**config.mk**
```make
export PLATFORM = sky130hd
export DESIGN_NAME = cond_sequencer
export DESIGN_NICKNAME = d
export VERILOG_FILES = /design/src/rtl/cseq_pkg.sv /design/src/rtl/tie_select.sv /design/src/rtl/state_counter.sv /design/src/rtl/onehot_decoder.sv /design/src/rtl/target_encoder.sv /design/src/rtl/cond_sequencer.sv
export SDC_FILE = /design/constraint.sdc
export NUM_CORES = 1
export LEC_CHECK = 0
export ABC_AREA = 1
export BUFFER_PORTS_ARGS = -buffer_cell sky130_fd_sc_hd__buf_2
export CORE_ASPECT_RATIO = 1.2
export CORE_MARGIN = 10
export CORE_UTILIZATION = 39
export CTS_CLUSTER_DIAMETER = 30
export DETAILED_ROUTE_END_ITERATION = 10
export PLACE_DENSITY = 0.82
export SLEW_MARGIN = 20
export SYNTH_ARGS = -nofsm -noshare
export SYNTH_HDL_FRONTEND = slang
export SYNTH_SLANG_ARGS = --single-unit
```
**constraint.sdc**
```tcl
create_clock -name clk -period 2.25 [get_ports clk]
set_input_delay 0.45 -clock clk [delete_from_list [all_inputs] [get_ports clk]]
set_output_delay 0.45 -clock clk [all_outputs]
set_load 0.03 [all_outputs]
```
**src/rtl/cseq_pkg.sv**
```systemverilog
package cseq_pkg;
  typedef enum logic [1:0] {
    TIE_LOW  = 2'b00,
    TIE_HIGH = 2'b01,
    TIE_CA   = 2'b10,
    TIE_CB   = 2'b11
  } tie_code_e;

  localparam int TIE_W = 2;
endpackage

```
**src/rtl/tie_select.sv**
```systemverilog
module tie_select
  import cseq_pkg::*;
#(
  parameter int STATE_W = 4,
  localparam int NUM_STATES = 1 << STATE_W
) (
  input  logic [TIE_W*NUM_STATES-1:0] ties,
  input  logic [STATE_W-1:0]          sel,
  input  logic                        cond_a,
  input  logic                        cond_b,
  output logic                        en
);
  tie_code_e code;

  always_comb begin
    code = tie_code_e'(ties[TIE_W*int'(sel) +: TIE_W]);
    unique case (code)
      TIE_LOW:  en = 1'b0;
      TIE_HIGH: en = 1'b1;
      TIE_CA:   en = cond_a;
      TIE_CB:   en = cond_b;
      default:  en = 1'b0;
    endcase
  end
endmodule

```
**src/rtl/state_counter.sv**
```systemverilog
module state_counter #(
  parameter int STATE_W = 4
) (
  input  logic               clk,
  input  logic               rst,
  input  logic               load,
  input  logic               count,
  input  logic [STATE_W-1:0] preset,
  output logic [STATE_W-1:0] q
);
  always_ff @(posedge clk) begin
    if (rst)        q <= '0;
    else if (load)  q <= preset;
    else if (count) q <= q + 1'b1;
  end
endmodule

```
**src/rtl/onehot_decoder.sv**
```systemverilog
module onehot_decoder #(
  parameter int STATE_W = 4,
  localparam int NUM_STATES = 1 << STATE_W
) (
  input  logic [STATE_W-1:0]    code,
  output logic [NUM_STATES-1:0] lines
);
  for (genvar i = 0; i < NUM_STATES; i++) begin : g_line
    assign lines[i] = (code == STATE_W'(i));
  end
endmodule

```
**src/rtl/target_encoder.sv**
```systemverilog
module target_encoder #(
  parameter int STATE_W = 4,
  localparam int NUM_STATES = 1 << STATE_W
) (
  input  logic [NUM_STATES-1:0] req,
  input  logic [STATE_W-1:0]    dflt,
  output logic [STATE_W-1:0]    target
);
  always_comb begin
    target = dflt;
    for (int i = 0; i < NUM_STATES; i++) begin
      if (req[i]) target = STATE_W'(i);
    end
  end
endmodule

```
**src/rtl/cond_sequencer.sv**
```systemverilog
module cond_sequencer
  import cseq_pkg::*;
#(
  parameter int STATE_W = 4,
  localparam int NUM_STATES = 1 << STATE_W
) (
  input  logic                        clk,
  input  logic                        rst,
  input  logic                        cond_a,
  input  logic                        cond_b,
  input  logic [TIE_W*NUM_STATES-1:0] load_tie,
  input  logic [TIE_W*NUM_STATES-1:0] count_tie,
  input  logic [STATE_W-1:0]          default_target,
  input  logic [NUM_STATES-1:0]       branch_req,
  output logic [STATE_W-1:0]          state,
  output logic [NUM_STATES-1:0]       strobe
);
  logic               load_en;
  logic               count_en;
  logic [STATE_W-1:0] target;

  tie_select #(.STATE_W(STATE_W)) u_load_sel (
    .ties(load_tie), .sel(state), .cond_a(cond_a), .cond_b(cond_b), .en(load_en)
  );

  tie_select #(.STATE_W(STATE_W)) u_count_sel (
    .ties(count_tie), .sel(state), .cond_a(cond_a), .cond_b(cond_b), .en(count_en)
  );

  target_encoder #(.STATE_W(STATE_W)) u_target (
    .req(branch_req), .dflt(default_target), .target(target)
  );

  state_counter #(.STATE_W(STATE_W)) u_counter (
    .clk(clk), .rst(rst), .load(load_en), .count(count_en),
    .preset(target), .q(state)
  );

  onehot_decoder #(.STATE_W(STATE_W)) u_decode (
    .code(state), .lines(strobe)
  );
endmodule

```
==> run summary <==
Via density -> 4.95
Clock Path Buffers -> 2
Worst Clk Skew -> 0.00591 ns
hold path cells -> 2
Core Area -> 0.00306 mm^2
vias in the first global route -> 1858
num rows -> 22
CP endpoint kind -> primary output
die width -> 71.6 um
final worst path period share -> 90.1%
first-pass GRT wire length -> 8.02 mm
top cell type's share of synthesized area -> 19.9%
worst setup margin -> 0.223 ns
Skew-Pair Late Insertion Delay -> 0.24 ns
Clock Tree Root -> clkbuf_4
GRT met2 Usage -> 29.7%
total number of yosys warnings -> 0
drt first-iter violations -> 130
dpl ws -> 0.293 ns
Post-Syn Instances -> 252
gr usage total -> 16.2%
GR Util met1 -> 16.3%
Max VDD drop -> 0.462 mV
syn nets -> 344
Final Hold Viols -> 0
Slew headroom -> 65.7%
largest registers -> u_counter.q: 4 flops
ranking of synthesized cells by area -> nor2_1 (20%), nand2_1 (17%), o21ai_0 (11%)
DRC -> 0
max-cap violation count -> 0
H-tree Lvls -> 1
Critical Path AT -> 1.58 ns
Worst R2R Path Depth -> 10
Largest register FFs -> 4
status -> finished clean
area grow syn2layout -> 42.9%
CTS clk-pin slew, worst paths -> 0.04 ns
initial antenna violation count -> 0
GRT Max-Usage Layer -> met2
maximum fanout along the worst path -> 16
Final nets -> 449
antenna-violating nets left -> 0
setup violators final -> 0
# Post-CTS Setup Buffers -> 0
worst-margin pin slew -> 0.515 ns
fin. max-slew vios -> 0
Seq cells post-synth -> 4
worst hold path type -> input pin to flop
initial core utilization -> 40.8%
Fmax -> 0.493 GHz
CTS buffer count -> 3
Largest Register -> u_counter.q
die height -> 81.9 um
Final TNS setup -> 0 ns
IO Port Bufs -> 107
Hold WS -> 0.376 ns
DRT Wirelength -> 4.99 mm
worst setup path category -> flop to primary output
First-pass DRT Iterations -> 4
Mapped Area -> 0.00125 mm^2
GR met3 Demand/Resource -> 6.88%
cell taking the most area after synthesis -> nor2_1
synth unique cells -> 26
total number of vias -> 1934
CTS tree -> built
type of origin of the critical path -> flop
CP required -> 1.80 ns
final core area utilization -> 58.3%
total grt overflow -> 0
fraction of layout cells with a size suffix above 1 -> 35.2%
Die Area -> 0.00587 mm^2
Seq/Total Area, Yosys -> 6.43%
wire length per cell -> 12.8 um
Placer Congestion -> 0.832
Post-DP HPWL -> 4.26 mm
largest net degree at the start of global routing -> 35
PwrDens -> 1040 mW/mm^2
RSZ-0062 raised after global routing -> no
# diodes -> 0
total power -> 1.85 mW
Post-Syn Area per Cell -> 4.95 um^2
Lkg Pwr -> 1.07 nW
num ports -> 108
CTS Sinks -> 4
Final Critical Period -> 2.03 ns
cells in the mapped netlist:
library cell	count
a21oi_1	3
buf_2	2
ha_1	4
o22ai_1	10
buf_4	2
nand2_2	2
a31oi_1	1
buf_6	6
xor2_1	1
o21ai_0	28
o21ai_2	2
inv_1	30
a21oi_2	1
nor4_1	2
nand4_1	2
or2_0	1
o21ai_1	12
nor3_1	2
nand3_1	8
a21boi_0	1
nor2_2	3
nor2_1	66
inv_2	2
inv_4	1
dfxtp_1	4
nand2_1	56
what timing repair did:
| action | in CTS | in global routing |
|---|---|---|
| endpoints found under the hold margin | 0 | 0 |
| setup endpoints to repair | 0 | 2 |
| resized for setup | 0 | 1 |
| hold buffers | 0 | 0 |
final cells by class:
type / count / area [um^2]
Fill cell: 341 / 1270
Multi-Input combinational cell: 205 / 947
Timing Repair Buffer: 110 / 558
Clock buffer: 3 / 22.5
Tap cell: 36 / 45.0
Inverter: 33 / 126
Sequential cell: 4 / 81.3
placed cells by master (no fill, tap or decap), types with 3 or more instances in the layout:
cell,n
nand2_1,56
inv_1,30
buf_4,3
a21oi_1,3
clkbuf_4,3
o22ai_1,10
nor2_2,3
o21ai_0,28
ha_1,4
nor2_1,66
o21ai_1,12
nand3_1,8
dfxtp_1,3
buf_2,107
critical path, cell delays in order (launching register included):
cell and delay (ns):
dfxtp_1 0.30, inv_1 0.38, ha_1 0.24, inv_1 0.08, nor2_1 0.12, buf_2 0.21
through the flow:
stage	instances	instance area, um^2
after detailed placement	388	1760
final	391	1780
after CTS	391	1780
after floorplan	252	1250
after global routing	391	1780
after global placement	388	1760
power breakdown:
part	total, mW	switching, mW	internal [mW]	leakage [nW]
logic	1.60	1.06	0.538	1.02
clock network	0.0938	0.0338	0.0600	0.0138
registers	0.157	0.0496	0.108	0.0336
layer usage:
| metal | wire, um | up-vias |
|---|---|---|
| met5 | 0 | - |
| met4 | 39 | 0 |
| met3 | 635 | 4 |
| met1 | 1880 | 820 |
| met2 | 2430 | 97 |
| li1 | - | 1013 |
kinds of logic after synthesis:
family,synth area share (%)
AO/OA/AOI/OAI,25.5
XOR/XNOR,0.703
adder cells (fa/ha/maj),4.02
buffers and inverters,17.6
flip-flops,6.43
AND/OR/NAND/NOR,45.8
path summary, 6_finish.rpt:
| kind | start | to | slack, ns |
|---|---|---|---|
| setup / recovery | u_counter.q[1]$_SDFFE_PP0P_ | strobe[9] | 0.22 |
| hold / removal | rst | u_counter.q[0]$_SDFFE_PP0P_ | 0.38 |
| setup reg to reg | u_counter.q[1]$_SDFFE_PP0P_ | u_counter.q[2]$_SDFFE_PP0P_ | 0.32 |
| hold reg to reg | u_counter.q[3]$_SDFFE_PP0P_ | u_counter.q[3]$_SDFFE_PP0P_ | 0.63 |
(Power assumes the default switching activity.)
